`config.mk`:
```
export PLATFORM = sky130hd
export DESIGN_NAME = vgsel_adder
export DESIGN_NICKNAME = d
export VERILOG_FILES = /design/src/rtl/vgsel_pkg.sv /design/src/rtl/vgsel_ripple.sv /design/src/rtl/vgsel_group.sv /design/src/rtl/vgsel_adder.sv
export SDC_FILE = /design/constraint.sdc
export NUM_CORES = 1
export LEC_CHECK = 0
export ABC_AREA = 1
export ABC_CLOCK_PERIOD_IN_PS = 5000
export CORE_UTILIZATION = 46
export DETAILED_ROUTE_END_ITERATION = 10
export PLACE_DENSITY = 0.82
export SETUP_SLACK_MARGIN = 0.02
export SYNTH_ARGS = -nofsm -noshare
export SYNTH_HDL_FRONTEND = slang
export SYNTH_HIERARCHICAL = 1
export SYNTH_SLANG_ARGS = --single-unit
```
`constraint.sdc`:
```
create_clock -name vclk -period 5
set_input_delay 1 -clock vclk [all_inputs]
set_output_delay 1 -clock vclk [all_outputs]
set_load 0.02 [all_outputs]
```
`src/rtl/vgsel_pkg.sv`:
```
// Package: shared defaults and the group carry merge for the variable-group
// carry-select adder. Assumes a carry-0 rail never carries when the
// carry-1 rail does not.
package vgsel_pkg;

    localparam int VG_WIDTH = 32;
    localparam int VG_NGRP  = 9;

    // Merge the two speculative carries of a group using the true carry-in.
    function automatic logic merge_carry(input logic c_if0, input logic c_if1,
                                         input logic c_true);
        return c_if0 | (c_if1 & c_true);
    endfunction

endpackage

```
`src/rtl/vgsel_ripple.sv`:
```
// Module: ripple chain of K positions driven by precomputed propagate and
// generate terms. Assumes p = a ^ b and g = a & b for each position, so the
// sum bit is the propagate term XOR the carry into that position.
module vgsel_ripple #(
    parameter int K = 4
) (
    input  logic [K-1:0] p,
    input  logic [K-1:0] g,
    input  logic         cin,
    output logic [K-1:0] s,
    output logic         cout
);

    logic [K:0] c;

    // Carry ripple through each position, then form the sum bits.
    always_comb begin
        c[0] = cin;
        for (int i = 0; i < K; i++) begin
            c[i+1] = g[i] | (p[i] & c[i]);
        end
        s    = p ^ c[K-1:0];
        cout = c[K];
    end

endmodule

```
`src/rtl/vgsel_group.sv`:
```
// Module: one carry-select group of K bits. It builds two ripple rails, one
// with an assumed carry-in of 0 and one with 1, on shared propagate and
// generate terms. The true carry then picks the sum, and the outgoing carry
// is merged from both rails. Assumes cin settles after the local rails.
module vgsel_group
    import vgsel_pkg::*;
#(
    parameter int K = 4
) (
    input  logic [K-1:0] a,
    input  logic [K-1:0] b,
    input  logic         cin,
    output logic [K-1:0] s,
    output logic         cout
);

    logic [K-1:0] p_sh;
    logic [K-1:0] g_sh;
    logic [K-1:0] s_r0;
    logic [K-1:0] s_r1;
    logic         c_r0;
    logic         c_r1;

    // Per-position propagate and generate, shared by both rails.
    always_comb begin
        p_sh = a ^ b;
        g_sh = a & b;
    end

    vgsel_ripple #(.K(K)) u_rail0 (
        .p   (p_sh),
        .g   (g_sh),
        .cin (1'b0),
        .s   (s_r0),
        .cout(c_r0)
    );

    vgsel_ripple #(.K(K)) u_rail1 (
        .p   (p_sh),
        .g   (g_sh),
        .cin (1'b1),
        .s   (s_r1),
        .cout(c_r1)
    );

    // Select the rail that matches the true carry and merge the carry-out.
    always_comb begin
        s    = cin ? s_r1 : s_r0;
        cout = merge_carry(c_r0, c_r1, cin);
    end

    // Rail consistency checks on settled values.
    always_comb begin
        a_r5_rail_implies: assert (!(c_r0 && !c_r1))
            else $error("carry-0 rail carries while carry-1 rail does not");
        a_r1_rail_step: assert ({c_r1, s_r1} == ({c_r0, s_r0} + (K+1)'(1)))
            else $error("carry-1 rail is not carry-0 rail plus one");
    end

endmodule

```
`src/rtl/vgsel_adder.sv`:
```
// Module: 32-bit carry-select adder with variable group sizes.
// The groups, listed from the LSB, are set by GSZ. Group 0 ripples directly
// on carry_in, and every later group is a two-rail select group. Assumes the
// GSZ entries add up to WIDTH, which is checked at elaboration.
module vgsel_adder
    import vgsel_pkg::*;
#(
    parameter int WIDTH = VG_WIDTH,
    parameter int NGRP  = VG_NGRP,
    parameter int GSZ [NGRP] = '{1, 1, 2, 3, 4, 5, 6, 7, 3}
) (
    input  logic [WIDTH-1:0] a,
    input  logic [WIDTH-1:0] b,
    input  logic             carry_in,
    output logic [WIDTH-1:0] sum,
    output logic             carry_out
);

    // Lowest bit position of group gi: the sum of all sizes below it.
    function automatic int grp_lsb(input int gi);
        int acc;
        acc = 0;
        for (int k = 0; k < gi; k++) begin
            acc += GSZ[k];
        end
        return acc;
    endfunction

    localparam int TOTAL = grp_lsb(NGRP);

    if (TOTAL != WIDTH) begin : g_size_check
        $error("group sizes do not add up to WIDTH");
    end

    logic [NGRP:0] gc;

    assign gc[0]     = carry_in;
    assign carry_out = gc[NGRP];

    for (genvar gi = 0; gi < NGRP; gi++) begin : g_grp
        localparam int LSB = grp_lsb(gi);
        localparam int K   = GSZ[gi];

        if (gi == 0) begin : g_direct
            logic [K-1:0] p0;
            logic [K-1:0] g0;

            // Lowest group: plain ripple on the real carry-in.
            always_comb begin
                p0 = a[LSB +: K] ^ b[LSB +: K];
                g0 = a[LSB +: K] & b[LSB +: K];
            end

            vgsel_ripple #(.K(K)) u_rip (
                .p   (p0),
                .g   (g0),
                .cin (gc[gi]),
                .s   (sum[LSB +: K]),
                .cout(gc[gi+1])
            );
        end else begin : g_select
            vgsel_group #(.K(K)) u_grp (
                .a   (a[LSB +: K]),
                .b   (b[LSB +: K]),
                .cin (gc[gi]),
                .s   (sum[LSB +: K]),
                .cout(gc[gi+1])
            );
        end
    end

    // Port-level checks against arithmetic on settled values.
    always_comb begin
        a_r1_sum_matches: assert ({carry_out, sum} ==
                ({1'b0, a} + {1'b0, b} + {{WIDTH{1'b0}}, carry_in}))
            else $error("sum differs from a + b + carry_in");
        a_r2_full_chain: assert (!((a == ~b) && carry_in) ||
                ((sum == '0) && carry_out))
            else $error("full-length carry did not reach the top");
        a_r6_max_operands: assert (!((a == '1) && (b == '1) && carry_in) ||
                ((sum == '1) && carry_out))
            else $error("maximum operands give a wrong result");
        a_r4_zero_in: assert (!((a == '0) && (b == '0)) ||
                ((sum == {{(WIDTH-1){1'b0}}, carry_in}) && !carry_out))
            else $error("zero operands give a wrong result");
    end

endmodule

```
==> results of run 1 <==
-- metal layers --
| layer | vias to the layer above | global-route usage (%) | wire (µm) |
|---|---|---|---|
| met3 | 0 | 3.61 | 490 |
| met2 | 73 | 39.5 | 2830 |
| met1 | 1087 | 20.2 | 2130 |
| met5 | - | 0 | 0 |
| li1 | 1415 | - | - |
| met4 | 0 | 2.10 | 0 |
-- layout make-up --
type | count | share of cell area [%]
Multi-Input combinational cell | 283 | 54.9
Timing Repair Buffer | 108 | 27.9
Inverter | 142 | 14.8
Tap cell | 70 | 2.43
-- metrics by stage --
step / setup WS (ps) / instance area, µm² / total power [µW]
2_1_floorplan: 528 / 2440 / 327
3_3_place_gp: -480 / 3560 / 566
3_5_place_dp: -615 / 3560 / 582
4_1_cts: 6.79 / 3520 / 560
5_1_grt: -27.5 / 3610 / 637
6_report: 159 / 3610 / 563
-- repair_timing --
action,in CTS,in global routing
gates resized for setup,62,42
pin swaps,6,14
buffers inserted,1,1
setup endpoints to repair,17,22
-- Yosys cell counts, drive strengths merged --
cell and count:
conb 16, inv 142, nand2 172, buf 2, ha 95
-- logic make-up (layout without fill, tap and decap cells) --
family / Yosys count / in the layout / synth area share [%]
simple gates: 172 / 172 / 26.4
buf+inv: 144 / 250 / 22.5
other cells: 16 / 16 / 2.46
fa+ha+maj: 95 / 95 / 48.6
-- report_power, final --
| part | internal (µW) | switching (µW) | total [µW] |
|---|---|---|---|
| sequential | 0 | 0 | 0 |
| clock | 0 | 0 | 0 |
| combinational | 257 | 305 | 563 |
-- cells in the final DEF, fill, tap and decap left out --
cell type        instances
dlymetal6s2s_1          10
dlygate4sd2_1            2
nand2_1                168
nand2_2                  3
clkbuf_2                 6
ha_2                    14
inv_1                  132
conb_1                  16
buf_2                    8
ha_1                    78
buf_6                    2
inv_2                   10
ha_4                     3
buf_4                   11
nand2_4                  1
clkdlybuf4s50_1         69
-- worst min-delay path: stages --
cell and delay [ps]:
dlymetal6s2s_1 130, ha_4 150, ha_2 140, nand2_1 50
nand2_1 60, buf_2 160
-- worst paths after layout --
check                  from       to  slack (ps)  cells past startpoint
worst max-delay path  a[22]  sum[30]         160                     29
worst min-delay path  b[23]  sum[23]        2690                      6
==> impl_results.md, run 1 <==
- Status: completed
- Critical Path RT: 4000 ps
- Detailed Route WL: 5450 µm
- Grt ovf: 0
- Min Tclk post-route: 4840 ps
- Die width: 74.9 µm
- Clock buffer count: 0
- Final nets: 695
- Via count: 2575
- Initial drt markers: 57
- Routability cong.: 0.774
- GRT Total Usage: 19.1%
- Hold WS: 2690 ps
- Leakage Power: 0.00232 µW
- Area share of the leading cell type in the synthesized netlist: 48.6%
- First-pass GRT wire length: 8690 µm
- Synthesized instance count: 427
- Tcrit/Tclk final: 96.8%
- Layout cell share with drive strength beyond 1: 10.9%
- DRT Pass-1 Iters: 4
- # IOs: 98
- WS Path Type: input port to output port
- Layout Area Growth over Synthesis: 47.8%
- Arr. time, crit path: 3840 ps
- Vias per cell: 4.27
- Fillcell total: 444
- CP dominant cell by count: nand2_1
- Mapped cell area: 2440 µm²
- DRC viols: 0
- Slowest cell delay on critical path: 310 ps
- Max-cap violation count: 0
- Die H: 74.9 µm
- DR WL/cell: 9.03 µm
- Max frequency: 207 MHz
- Post-synthesis sequential area ratio: 0%
- Crit end category: output port
- Worst Path Buf+Inv: 10
- Final Hold Fails: 0
- Fin util: 70.7%
- FF/Latch Area: 0 µm²
- Worst IR Drop VDD: 0.109 mV
- Largest cells by area after synthesis: ha_1, nand2_1, inv_1, conb_1, inv_2
- Row Count: 26
- Sum Neg Setup Slack: 0 ps
- Slew Limit Fails: 0
- Core ar.: 5110 µm²
- Avg Cell Area, Syn: 5.72 µm²
- Seq cells: 0
- Post-synth top area cell: ha_1
- Hold_buf cts: 0
- Yosys cell types: 7
- Largest net degree at the start of global routing: 8
- Worst path slowest cell: ha_1
- Starting Density: 47.8%
- CP Launch Type: input port
- CP top delay family: adder cells
- Yosys Warn Count: 6
- Power density cells: 156 nW/µm²
- I/O Buffers: 98
- Post-synth net total: 587
- ANT cells: 0
- Worst-path fanout max: 5
- Antenna violations before repair: 0
- Post-DP HPWL: 4930 µm
- Post-DRT Antenna Nets: 0
- Unrepaired setup endpoints after global routing: true
- Die ar.: 5610 µm²
- Non-Filler Instances: 603
- Hold crit path type: input port to output port
- Placed cell count: 601
- # setup viols final: 0
- Area of the multi-input gates: 1980 µm²
- Number of global-route vias before repair: 2338
Power figures use the tool's default switching activity.
==> run 2: changes to the inputs <==
CELL_PAD_IN_SITES_DETAIL_PLACEMENT = 0   (was not set)
CELL_PAD_IN_SITES_GLOBAL_PLACEMENT = 1   (was not set)
CORE_UTILIZATION = 30   (was 46)
GPL_ROUTABILITY_DRIVEN = 0   (was not set)
PLACE_DENSITY = 0.83   (was 0.82)
==> run 2 against run 1 <==
Total power down 0.86%. Cell count up 5.3%. First-iteration DRC count down 28%. Critical path type unchanged. Sequential share of layout area unchanged. Global-route usage down 7.0 points. Maximum frequency up 1.4%. Cell area up 1.3%. Combinational power down 0.9%. Critical path depth down 2. Flip-flop and latch count unchanged. Count of clock-buffer cells in the layout unchanged. Utilization down 24 points. Largest cell class unchanged.
==> impl_results.md, run 2 (synthesized netlist as in run 1, its figures left out) <==
- # setup viols final: 0
- Worst hold endpoint: sum[23]
- First-pass GRT wire length: 8910 µm
- Vias per cell: 3.93
- Hold_sp: b[23]
- Crit path from: b[11]
- Unrepaired setup endpoints after global routing: true
- Worst-path fanout max: 5
- Most frequent cells in the layout: nand2_1, inv_1, ha_1
- Placed cell count: 635
- I/O Buffers: 98
- Hold Path Depth: 6
- Row Count: 32
- # Post-CTS Setup Buffers: 0
- Final worst slack: 227 ps
- Hold crit path type: input port to output port
- Max-cap violation count: 0
- Max frequency: 210 MHz
- Status: completed
- Die ar.: 8510 µm²
- Area of the multi-input gates: 1970 µm²
- Arr. time, crit path: 3770 ps
- Non-Filler Instances: 635
- ANT cells: 0
- Sum Neg Setup Slack: 0 ps
- Seq cells: 0
- Antenna violations before repair: 0
- Via count: 2496
- Final nets: 695
- Total chip power: 558 µW
- Post-DP HPWL: 4570 µm
- Post-DRT Antenna Nets: 0
- Min Tclk post-route: 4770 ps
- Grt ovf: 0
- Largest net degree at the start of global routing: 8
- Post-DP Area: 3610 µm²
- Crit end category: output port
- Starting Density: 31.3%
- Setup WS pre-CTS: -555 ps
- Core ar.: 7810 µm²
- DRC viols: 0
- Die H: 92.3 µm
- DRT Pass-1 Iters: 4
- Fillcell total: 812
- DR WL/cell: 7.86 µm
- Number of global-route vias before repair: 2329
- Post-route cell area: 3660 µm²
- GRT Total Usage: 12.1%
- Layout cell share with drive strength beyond 1: 10.5%
- Initial drt markers: 41
- Tcrit/Tclk final: 95.5%
- Critical Path RT: 4000 ps
- Detailed Route WL: 4990 µm
- Layout Area Growth over Synthesis: 49.7%
- WS Path Type: input port to output port
- FF/Latch Area: 0 µm²
- CP Launch Type: input port
- Die width: 92.3 µm
- Leakage Power: 0.00233 µW
- Final Hold Fails: 0
- Power density cells: 152 nW/µm²
- Clock buffer count: 0
- Slew Limit Fails: 0
- Hold_buf cts: 0
- # IOs: 98
- Worst IR Drop VDD: 0.0895 mV
- Commonest non-fill, non-tap cell in the layout: nand2_1
## run 2: cell count changes in the layout (fill, tap and decap cells not counted), sizes merged
cell	before	now
dlygate4sd2	2	0
dlymetal6s2s	10	11
clkdlybuf4s50	69	70
## run 2: metal layers
layer,vias to the layer above,share of wire (%),global-route usage [%]
li1,1416,-,-
met1,1014,48,14.9
met2,66,45,23.4
met3,0,6.5,1.41
met4,0,0,0.130
met5,-,0,0
## run 2: how the worst max path moves through the flow
stage / endpoint / slack [ps] / cells past startpoint
floorplan: sum[29] / 530 / 27
global placement: sum[31] / -510 / 29
detailed placement: sum[30] / -550 / 29
CTS: sum[31] / 20 / 29
global route: sum[30] / 2 / 27
finish: sum[31] / 230 / 27
## run 2: area by class of cell
class	instances	area share (%)
multi-input combinational	283	54.0
timing repair buffer	108	28.0
inverter	142	14.6
tap	102	3.49
## run 2: worst max-delay path: stages
cell and delay (ps):
clkdlybuf4s50_1 400, ha_1 330, ha_2 180, inv_1 40
nand2_1 50, ha_1 170, inv_1 50, nand2_1 50
ha_1 160, inv_1 50, nand2_1 50, ha_1 170
inv_1 50, nand2_1 50, ha_1 160, inv_1 50
nand2_1 40, nand2_1 70, nand2_2 60, nand2_2 60
nand2_2 80, nand2_2 90, nand2_4 60, inv_2 60
nand2_1 40, nand2_1 70, buf_6 110
## run 2: what timing repair did
item                       in CTS  in global routing
gates resized for setup        61                 43
gates cloned                    0                  0
setup endpoints to repair      17                 22
pin swaps                       4                 12
## run 2: per-stage QoR
step | util (%) | hold WS, ps
global route | 46.9 | 2710
floorplan | - | 2200
CTS | 45.8 | 2950
global placement | 46.3 | 3160
finish | 46.9 | 2650
detailed placement | 46.3 | 3180
## run 2: power by group
part / switching [µW] / internal (µW) / leakage (µW)
clock network: 0 / 0 / 0
logic: 299 / 259 / 0.00233
registers: 0 / 0 / 0
total: 299 / 259 / 0.00233
==> run 3: changes to the inputs <==
RECOVER_POWER = 100   (was not set)
==> run 3 against run 2 <==
Critical path depth is 3 lower. Maximum frequency hardly changed. Count of clock-buffer cells in the layout stayed put. Cell count stayed put. Setup slack worse by 0.85 ps. Critical endpoint is now sum[20]. Utilization is 0.67 points lower.
==> impl_results.md, run 3 (synthesized netlist as in run 1, its figures left out) <==
- Status: completed
- Fillcell total: 827
- Final Hold Fails: 0
- Die width: 92.3 µm
- Seq cells: 0
- Clock buffer count: 0
- Slew Limit Fails: 0
- Die ar.: 8510 µm²
- Detailed Route WL: 4970 µm
- Leakage Power: 0.00227 µW
- Die H: 92.3 µm
- Core ar.: 7810 µm²
- # setup viols final: 0
- Largest net degree at the start of global routing: 8
- Sw Pwr: 298 µW
- Max-cap violation count: 0
- Vias per cell: 3.92
- Non-Filler Instances: 635
- Grt ovf: 0
- Via count: 2491
- Power density cells: 148 nW/µm²
- WS Path Type: input port to output port
- Placed cell count: 635
- Unrepaired setup endpoints after global routing: true
- # IOs: 98
- DR WL/cell: 7.83 µm
- Most frequent cells in the layout: nand2_1, inv_1, ha_1
- Final nets: 695
- Post-DRT Antenna Nets: 0
- Number of global-route vias before repair: 2329
- Max frequency: 209 MHz
- Crit end category: output port
- Post-DP HPWL: 4570 µm
- Hold Path Depth: 6
- Arr. time, crit path: 3770 ps
- Starting Density: 31.3%
- Worst-path fanout max: 7
- Min Tclk post-route: 4770 ps
- Hold WS: 2660 ps
- Seq pwr share: 0%
- I/O Buffers: 98
- Switching Share: 55.9%
- ANT cells: 0
- Setup WS pre-CTS: -555 ps
- Layout cell share with drive strength beyond 1: 10.5%
- Final worst slack: 226 ps
- Worst IR Drop VDD: 0.0820 mV
- Logic pwr share: 100.0%
- DRC viols: 0
- Clk pwr share: 0%
- Antenna violations before repair: 0
- DRT Pass-1 Iters: 4
- First-pass GRT wire length: 8910 µm
- Area of the multi-input gates: 1970 µm²
- Layout Area Growth over Synthesis: 47.6%
- Worst hold endpoint: sum[23]
- Critical Path RT: 4000 ps
- Hold crit path type: input port to output port
- CP Launch Type: input port
- Row Count: 32
- Hold_sp: b[23]
- Tcrit/Tclk final: 95.5%
- Initial drt markers: 48
- Fin util: 46.2%
- Power Internal: 235 µW
- GRT Total Usage: 12.1%
- Commonest non-fill, non-tap cell in the layout: nand2_1
- FF/Latch Area: 0 µm²
run 3: changes by cell type in the layout (fill, tap and decap cells not counted), sizes merged:
cell,delta
buf,-8
clkbuf,+13
clkdlybuf4s50,-11
dlygate4sd3,+11
dlymetal6s2s,-5
run 3: what timing repair did:
item / 4_1_cts / 5_1_grt
hold buffers: 0 / 0
setup endpoints to repair: 17 / 22
gates resized for setup: 61 / 43
pin swaps: 4 / 12
setup buffers: 0 / 0
run 3: power groups by stage:
stage          clock [µW]  combinational [µW]  sequential, µW
2_1_floorplan           0                 327               0
3_3_place_gp            0                 578               0
5_1_grt                 0                 614               0
3_5_place_dp            0                 581               0
4_1_cts                 0                 560               0
6_report                0                 533               0
run 3: worst max path at each step:
stage / start / to
floorplan: a[22] / sum[29]
global placement: a[22] / sum[31]
detailed placement: a[22] / sum[30]
CTS: b[22] / sum[31]
global route: b[11] / sum[18]
finish: b[11] / sum[20]
run 3: cell type report:
type | count | share of cell area [%]
multi-input cells | 283 | 54.8
well taps | 102 | 3.54
inverters | 142 | 14.8
repair buffers | 108 | 26.9
run 3: critical path: stages:
cell	delay (ps)
clkdlybuf4s50_1	400
ha_1	330
ha_2	180
inv_1	40
nand2_1	50
ha_1	170
inv_1	50
nand2_1	50
ha_1	160
inv_1	50
nand2_1	50
ha_1	170
inv_1	50
nand2_1	50
ha_1	160
inv_1	50
nand2_1	40
nand2_1	70
nand2_2	60
clkbuf_2	170
inv_2	130
nand2_1	60
nand2_1	70
clkbuf_2	160
run 3: metrics by stage:
| step | instance area, µm² | TNS, ps | power (µW) |
|---|---|---|---|
| 2_1_floorplan | 2440 | 0 | 327 |
| 3_3_place_gp | 3610 | -5650 | 578 |
| 3_5_place_dp | 3610 | -5990 | 581 |
| 4_1_cts | 3580 | 0 | 560 |
| 5_1_grt | 3610 | 0 | 614 |
| 6_report | 3610 | 0 | 533 |
run 3: metal layers:
metal	track usage, %	share of wire, %
met5	0	0
met4	0.130	0
met3	1.41	6.5
met2	23.4	45
met1	14.9	48
